$ cat src/rtl/uart_stat_pkg.sv
package uart_stat_pkg;
    localparam int ST_RXTO   = 0;
    localparam int ST_ABD    = 1;
    localparam int ST_CTSEV  = 2;
    localparam int ST_THE    = 3;
    localparam int ST_TI     = 4;
    localparam int ST_TFE    = 5;
    localparam int ST_TFF    = 6;
    localparam int ST_CTS    = 7;
    localparam int ST_DSR    = 8;
    localparam int N_STICKY  = 3;
    localparam int N_EVT     = 4;
    localparam int USED_BITS = 9;

    typedef enum logic [1:0] {
        XM_OFF   = 2'b00,
        XM_IRQ   = 2'b01,
        XM_DMA_A = 2'b10,
        XM_DMA_B = 2'b11
    } xfer_mode_e;

    typedef enum logic [1:0] {
        TO_WAIT_DATA = 2'b00,
        TO_COUNTING  = 2'b01,
        TO_EXPIRED   = 2'b10
    } to_state_e;
endpackage

$ cat src/rtl/uart_pin_sync.sv
module uart_pin_sync #(
    parameter int   STAGES  = 2,
    parameter logic RST_VAL = 1'b1
) (
    input  logic clk,
    input  logic rst_n,
    input  logic pin_i,
    output logic sync_o
);
    logic [STAGES-1:0] chain_q;

    always_ff @(posedge clk or negedge rst_n) begin
        if (!rst_n) chain_q <= {STAGES{RST_VAL}};
        else        chain_q <= {chain_q[STAGES-2:0], pin_i};
    end

    assign sync_o = chain_q[STAGES-1];
endmodule

$ cat src/rtl/uart_rx_timeout.sv
module uart_rx_timeout
    import uart_stat_pkg::*;
#(
    parameter int WL_CODE_W = 2,
    parameter int WL_BASE   = 5,
    parameter int TO_MUL    = 4,
    parameter int TO_ADD    = 12
) (
    input  logic                 clk,
    input  logic                 rst_n,
    input  logic [WL_CODE_W-1:0] word_len,
    input  logic                 unit_tick,
    input  logic                 rx_has_data,
    input  logic                 rx_push,
    input  logic                 rx_pop,
    output logic                 expire_o
);
    localparam int MAX_LIM = (WL_BASE + (1 << WL_CODE_W) - 1) * TO_MUL + TO_ADD;
    localparam int CNT_W   = $clog2(MAX_LIM + 1);

    to_state_e        state_q, state_d;
    logic [CNT_W-1:0] cnt_q, cnt_d;
    logic [CNT_W-1:0] limit;

    always_comb limit = CNT_W'((WL_BASE + int'(word_len)) * TO_MUL + TO_ADD);

    // state register
    always_ff @(posedge clk or negedge rst_n) begin
        if (!rst_n) begin
            state_q <= TO_WAIT_DATA;
            cnt_q   <= '0;
        end else begin
            state_q <= state_d;
            cnt_q   <= cnt_d;
        end
    end

    // next state and outputs
    always_comb begin
        state_d  = state_q;
        cnt_d    = cnt_q;
        expire_o = 1'b0;
        unique case (state_q)
            TO_WAIT_DATA: begin
                if (rx_has_data) begin            // arm
                    state_d = TO_COUNTING;
                    cnt_d   = '0;
                end
            end
            TO_COUNTING: begin
                if (!rx_has_data) begin           // drain
                    state_d = TO_WAIT_DATA;
                    cnt_d   = '0;
                end else if (rx_push || rx_pop) begin  // restart
                    cnt_d = '0;
                end else if (unit_tick) begin
                    if (cnt_q >= limit - CNT_W'(1)) begin  // fire
                        state_d  = TO_EXPIRED;
                        cnt_d    = '0;
                        expire_o = 1'b1;
                    end else begin
                        cnt_d = cnt_q + CNT_W'(1);
                    end
                end
            end
            TO_EXPIRED: begin
                if (!rx_has_data) begin           // drain
                    state_d = TO_WAIT_DATA;
                end else if (rx_push || rx_pop) begin  // rearm
                    state_d = TO_COUNTING;
                    cnt_d   = '0;
                end
            end
            default: state_d = TO_WAIT_DATA;
        endcase
    end

    // a timeout is only raised while receive data is present
    a_r2_expire_needs_data: assert property (@(posedge clk) disable iff (!rst_n)
        expire_o |-> rx_has_data);

    // an empty receive path always returns the machine to waiting
    a_r3_empty_waits: assert property (@(posedge clk) disable iff (!rst_n)
        !rx_has_data |=> (state_q == TO_WAIT_DATA));

    // a push or pop never raises a timeout in the same cycle
    a_r3_restart_no_fire: assert property (@(posedge clk) disable iff (!rst_n)
        (rx_push || rx_pop) |-> !expire_o);
endmodule

$ cat src/rtl/uart_stat_irq.sv
module uart_stat_irq
    import uart_stat_pkg::*;
#(
    parameter int STAT_W      = 16,
    parameter int LVL_W       = 5,
    parameter int SYNC_STAGES = 2,
    parameter int WL_BASE     = 5,
    parameter int TO_MUL      = 4,
    parameter int TO_ADD      = 12
) (
    input  logic                clk,
    input  logic                rst_n,
    input  logic [1:0]          cfg_word_len,
    input  logic                cfg_fifo_mode,
    input  logic [1:0]          cfg_xfer_mode,
    input  logic [N_EVT-1:0]    int_en,
    input  logic                clr_wr,
    input  logic [N_STICKY-1:0] clr_mask,
    input  logic                unit_tick,
    input  logic                rx_has_data,
    input  logic                rx_push,
    input  logic                rx_pop,
    input  logic                autobaud_done,
    input  logic                cts_n,
    input  logic                dsr_n,
    input  logic                tx_hold_empty,
    input  logic                tx_shift_empty,
    input  logic                tx_fifo_empty,
    input  logic                tx_fifo_full,
    input  logic [LVL_W-1:0]    tx_fifo_level,
    input  logic [LVL_W-1:0]    tx_fifo_trig,
    input  logic                tx_write,
    output logic [STAT_W-1:0]   status,
    output logic                irq,
    output logic                dma_req
);
    logic                cts_sync, dsr_sync, cts_prev_q, cts_change;
    logic                to_expire;
    logic [N_STICKY-1:0] sticky_set, sticky_q;
    logic                the_q, the_cond;
    logic                ti_q, tfe_q, tff_q;
    xfer_mode_e          mode;

    uart_pin_sync #(.STAGES(SYNC_STAGES), .RST_VAL(1'b1)) u_cts_sync (
        .clk(clk), .rst_n(rst_n), .pin_i(cts_n), .sync_o(cts_sync));

    uart_pin_sync #(.STAGES(SYNC_STAGES), .RST_VAL(1'b1)) u_dsr_sync (
        .clk(clk), .rst_n(rst_n), .pin_i(dsr_n), .sync_o(dsr_sync));

    uart_rx_timeout #(
        .WL_CODE_W(2), .WL_BASE(WL_BASE), .TO_MUL(TO_MUL), .TO_ADD(TO_ADD)
    ) u_rx_timeout (
        .clk(clk), .rst_n(rst_n), .word_len(cfg_word_len), .unit_tick(unit_tick),
        .rx_has_data(rx_has_data), .rx_push(rx_push), .rx_pop(rx_pop),
        .expire_o(to_expire));

    // CTS edge detection after the synchronizer
    always_ff @(posedge clk or negedge rst_n) begin
        if (!rst_n) cts_prev_q <= 1'b1;
        else        cts_prev_q <= cts_sync;
    end
    assign cts_change = cts_sync ^ cts_prev_q;

    always_comb begin
        sticky_set           = '0;
        sticky_set[ST_RXTO]  = to_expire;
        sticky_set[ST_ABD]   = autobaud_done;
        sticky_set[ST_CTSEV] = cts_change;
    end

    // sticky bits: a set beats a write-one clear
    for (genvar i = 0; i < N_STICKY; i++) begin : g_sticky
        always_ff @(posedge clk or negedge rst_n) begin
            if (!rst_n)                        sticky_q[i] <= 1'b0;
            else if (sticky_set[i])            sticky_q[i] <= 1'b1;
            else if (clr_wr && clr_mask[i])    sticky_q[i] <= 1'b0;
        end
    end

    // transmit holding empty: a data write beats the set
    assign the_cond = cfg_fifo_mode ? (tx_fifo_level <= tx_fifo_trig) : tx_hold_empty;

    always_ff @(posedge clk or negedge rst_n) begin
        if (!rst_n) begin
            the_q <= 1'b1;
            ti_q  <= 1'b1;
            tfe_q <= 1'b1;
            tff_q <= 1'b0;
        end else begin
            if (tx_write)      the_q <= 1'b0;
            else if (the_cond) the_q <= 1'b1;
            ti_q  <= tx_shift_empty && (cfg_fifo_mode ? tx_fifo_empty : tx_hold_empty);
            tfe_q <= tx_fifo_empty;
            tff_q <= tx_fifo_full;
        end
    end

    always_comb begin
        status           = '0;
        status[ST_RXTO]  = sticky_q[ST_RXTO];
        status[ST_ABD]   = sticky_q[ST_ABD];
        status[ST_CTSEV] = sticky_q[ST_CTSEV];
        status[ST_THE]   = the_q;
        status[ST_TI]    = ti_q;
        status[ST_TFE]   = tfe_q;
        status[ST_TFF]   = tff_q;
        status[ST_CTS]   = ~cts_sync;
        status[ST_DSR]   = ~dsr_sync;
    end

    assign mode    = xfer_mode_e'(cfg_xfer_mode);
    assign irq     = (|(sticky_q & int_en[N_STICKY-1:0]))
                   | ((mode == XM_IRQ) && the_q && int_en[ST_THE]);
    assign dma_req = the_q && ((mode == XM_DMA_A) || (mode == XM_DMA_B));

    // a set timeout bit persists without a matching clear
    a_r4_sticky_hold: assert property (@(posedge clk) disable iff (!rst_n)
        (status[ST_RXTO] && !(clr_wr && clr_mask[ST_RXTO])) |=> status[ST_RXTO]);

    // a change of the mirrored CTS level is followed by the event bit
    a_r6_cts_change_event: assert property (@(posedge clk) disable iff (!rst_n)
        !$stable(status[ST_CTS]) |=> status[ST_CTSEV]);

    // a busy shift register means the transmitter is not idle
    a_r7_busy_shift: assert property (@(posedge clk) disable iff (!rst_n)
        !tx_shift_empty |=> !status[ST_TI]);

    // a data write clears transmit holding empty
    a_r8_write_clears: assert property (@(posedge clk) disable iff (!rst_n)
        tx_write |=> !status[ST_THE]);

    // no enables, no interrupt
    a_r9_irq_masked: assert property (@(posedge clk) disable iff (!rst_n)
        (int_en == '0) |-> !irq);

    // no DMA request outside the DMA modes
    a_r10_no_dma: assert property (@(posedge clk) disable iff (!rst_n)
        !cfg_xfer_mode[1] |-> !dma_req);

    // reserved bits stay zero
    a_r12_reserved: assert property (@(posedge clk) disable iff (!rst_n)
        $countones(status[STAT_W-1:USED_BITS]) == 0);
endmodule

$ cat config.mk
export PLATFORM = sky130hd
export DESIGN_NAME = uart_stat_irq
export DESIGN_NICKNAME = d
export VERILOG_FILES = /design/src/rtl/uart_stat_pkg.sv /design/src/rtl/uart_pin_sync.sv /design/src/rtl/uart_rx_timeout.sv /design/src/rtl/uart_stat_irq.sv
export SDC_FILE = /design/constraint.sdc
export NUM_CORES = 1
export LEC_CHECK = 0
export ABC_AREA = 1
export ABC_CLOCK_PERIOD_IN_PS = 1200
export CAP_MARGIN = 40
export CORE_ASPECT_RATIO = 0.7
export CORE_MARGIN = 1.5
export CORE_UTILIZATION = 38
export CTS_CLUSTER_DIAMETER = 50
export DETAILED_ROUTE_END_ITERATION = 8
export PLACE_DENSITY = 0.81
export RECOVER_POWER = 100
export SLEW_MARGIN = 20
export SYNTH_ARGS = -nofsm -noshare
export SYNTH_HDL_FRONTEND = slang
export SYNTH_SLANG_ARGS = --single-unit
$ cat constraint.sdc
create_clock -name clk -period 1.2 [get_ports clk]
set_input_delay 0.12 -clock clk [delete_from_list [all_inputs] [get_ports clk]]
set_output_delay 0.12 -clock clk [all_outputs]
set_load 0.02 [all_outputs]
==> flow_summary.json <==
{
  "combPwrFrac_pct": 39.6,
  "max_freq_mhz": 738,
  "htreeDepth": 1,
  "fin_setup_tns_ns": -1.04,
  "r2r-end": "u_rx_timeout.state_q[0]",
  "violations": "negative setup slack",
  "root_buffer": "clkbuf_8",
  "grt_max_degree": 21,
  "io_buffer_count": 47,
  "synthArstFlopShare_pct": 100,
  "clk_latency_ns": 0.26,
  "drive_gt1_share_pct": 32.3,
  "dieHeight_um": 51.8,
  "fp.dieW_um": 72.8,
  "worst_slack_ns": -0.156,
  "path_class": "register to register",
  "final_util_pct": 64.3,
  "gp_congestion": 0.776,
  "syn_area_um2": 1290,
  "rsz0062_at_grt": "yes",
  "rrSetupSlack_ns": -0.16,
  "synth-seq-cells": 20,
  "drt-total-wl_um": 2790,
  "slew_headroom_pct": 65.7,
  "gr-usage-all-layers_pct": 16.9,
  "grt_use_met2_pct": 29.1,
  "drt_iter0_drc": 38,
  "clkPwrFrac_pct": 23.3,
  "finClkSkew_ns": 0.00636,
  "clkTransAtPathRegs_ns": 0.08,
  "hpwl_um": 2310,
  "cp.required_ns": 1.36,
  "drtPass1Iterations": 4,
  "synth_top_cell_area_share_pct": 23.2,
  "synth.cells.most_frequent": "nand2_1 (52), inv_1 (23), dfrtp_1 (12), ha_1 (12), nor2_1 (12)",
  "status": "complete, but fails checks",
  "final_nets": 282,
  "synth_seq_area_share_pct": 39.4,
  "drcViolationCount": 0,
  "yosys.cell_count.top_type": "nand2_1",
  "final_max_slew_viol_count": 0,
  "grt_pass1_vias": 1207,
  "synthCells": 165,
  "maxCapViolCount": 0,
  "p_leak_nw": 1.05,
  "intPower_mw": 1.43,
  "post_drt_wl_per_cell_um": 10.3,
  "switching_power_mw": 0.754,
  "fp.coreArea_um2": 3190,
  "met1_usage_pct": 21.2,
  "drt.antenna.violating_nets": 0,
  "start_util_pct": 40.6,
  "critPathSlowestCell": "dfrtp_1",
  "synthToLayoutAreaGrowth_pct": 58.5,
  "synthTopCellsByArea": "dfrtp_1 (23%), dfstp_2 (16%), nand2_1 (15%)",
  "hold_class": "input pin to asynchronous set/reset pin",
  "ys.flop_type": "dfrtp_1",
  "arrival_ns": 1.51,
  "cts_tree": "done",
  "grt_pass1_wl_um": 4890,
  "ios": 55,
  "fillers": 275,
  "min_period_ns": 1.36,
  "path_cells": "ha_4, nand2_2, nor2_2, nand2_1, nand2_2, nand2_2, nand2_2, nand2_1, nand2_1, nand2_1",
  "r2r_cells": 10,
  "min_period_over_period_pct": 113,
  "slowest_delay_ns": 0.41,
  "design_area_um2": 2050,
  "sw_frac_of_total_pct": 34.6,
  "yosys.area.top_type": "dfrtp_1",
  "syn_area_per_cell_um2": 7.85,
  "antenna_cells": 0,
  "ctsHoldBuffers": 0,
  "setup_viol": 10,
  "cts.sinks": 20,
  "use_met3_pct": 5.62,
  "cts.path.max_buffers": 2,
  "powerDensity_nw_per_um2": 1060,
  "worst_pin_slew_ns": 0.514,
  "critPathCaptureType": "register",
  "vias_per_cell": 4.40,
  "num_vias": 1187,
  "hold_violations": 0,
  "timing.rr.start": "u_rx_timeout.cnt_q[5]",
  "power_frac_seq_pct": 37.1,
  "rows": 17,
  "die-area_um2": 3770,
  "placed_area_um2": 1940,
  "cts_buffers": 3,
  "cp_max_fo": 2,
  "busiest_layer": "met2",
  "synth_edf_count": 0,
  "antenna_found_initial": 0,
  "grt-ovfl-total": 0,
  "critical_path.startpoint_type": "register",
  "synth_warnings": 0,
  "irDropWorstVdd_v": 0.000647,
  "synth_cell_types": 22
}
==> registers in the layout, summed over array words and instances, names as in the netlist, 2 cells and up <==
register and flops:
u_cts_sync.chain_q 2, u_dsr_sync.chain_q 2, u_rx_timeout.cnt_q 6, status 3
u_rx_timeout.state_q 2
==> power by group through the flow <==
stage               Combinational (mW)  Clock [mW]  Sequential [mW]
finish                           0.863       0.508            0.809
global route                     0.959       0.547            0.823
CTS                              0.857       0.525            0.809
detailed placement               0.864           0            0.820
global placement                 0.843           0            0.819
floorplan                        0.484           0            0.847
==> per-stage QoR <==
stage | hold slack [ns] | power [mW] | worst slack [ns] | cells
after global placement | 0.346 | 1.66 | -0.648 | 265
after global routing | 0.361 | 2.33 | -0.295 | 270
after detailed placement | 0.347 | 1.68 | -0.710 | 265
after floorplan | -0.176 | 1.33 | -0.0814 | 171
after CTS | 0.210 | 2.19 | -0.176 | 270
final | 0.356 | 2.18 | -0.156 | 270
==> logic make-up after synthesis <==
kind of cell	synth area share, %
AO/OA/AOI/OAI	4.73
XOR/XNOR	0.676
adder cells (fa/ha/maj)	11.6
buffers and inverters	13.9
flip-flops	39.4
other	0.290
AND/OR/NAND/NOR	29.4
==> critical path, delay by kind of cell (launching register included) <==
family / cells / cell delay, ns
adder cells (fa/ha/maj): 1 / 0.28
flip-flops: 1 / 0.41
AND/OR/NAND/NOR: 9 / 0.56
==> layout make-up <==
class / count / area [um2] / area share [%]
inverter: 26 / 103 / 5.00
tap: 38 / 47.5 / 2.32
sequential: 20 / 510 / 24.9
timing repair buffer: 68 / 593 / 28.9
multi-input combinational: 114 / 743 / 36.2
clock buffer: 4 / 55.1 / 2.68
==> repair_timing <==
action                                  CTS  global route
resized for setup                        36            33
buffers inserted                          1             0
pin swaps                                 5            14
endpoints found under the setup margin   21            20
==> how the worst max path moves through the flow <==
stage          slack [ns]                      end             startpoint  cells after the start
6_report            -0.16  u_rx_timeout.state_q[0]  u_rx_timeout.cnt_q[5]                     10
4_1_cts             -0.18    u_rx_timeout.cnt_q[3]  u_rx_timeout.cnt_q[3]                     10
3_3_place_gp        -0.65    u_rx_timeout.cnt_q[2]        cfg_word_len[0]                     13
5_1_grt             -0.29  u_rx_timeout.state_q[0]  u_rx_timeout.cnt_q[5]                     10
2_1_floorplan       -0.08  u_rx_timeout.state_q[0]  u_rx_timeout.cnt_q[5]                     10
3_5_place_dp        -0.71    u_rx_timeout.cnt_q[0]        cfg_word_len[0]                     11
==> layer usage <==
metal / vias up / share of wire (%)
met2: 26 / 45
li1: 626 / -
met4: 0 / 0.14
met3: 2 / 5.4
met5: - / 0
met1: 533 / 49
==> placed cells by master, fill, tap and decap left out, drive strengths merged <==
| master | count |
|---|---|
| xnor2 | 1 |
| nand3 | 8 |
| dlygate4sd3 | 5 |
| inv | 26 |
| dfstp | 8 |
| conb | 7 |
| dlymetal6s2s | 6 |
| a21o | 1 |
| dlygate4sd2 | 2 |
| o21bai | 1 |
| nand2 | 56 |
| ha | 12 |
| clkbuf | 14 |
| o21ai | 2 |
| a21boi | 1 |
| nand4 | 5 |
| clkdlybuf4s50 | 23 |
| nor2 | 15 |
| clkdlybuf4s15 | 1 |
| buf | 21 |
| dfrtp | 12 |
| a21oi | 5 |
No activity file was read; power rests on OpenSTA's default activity.
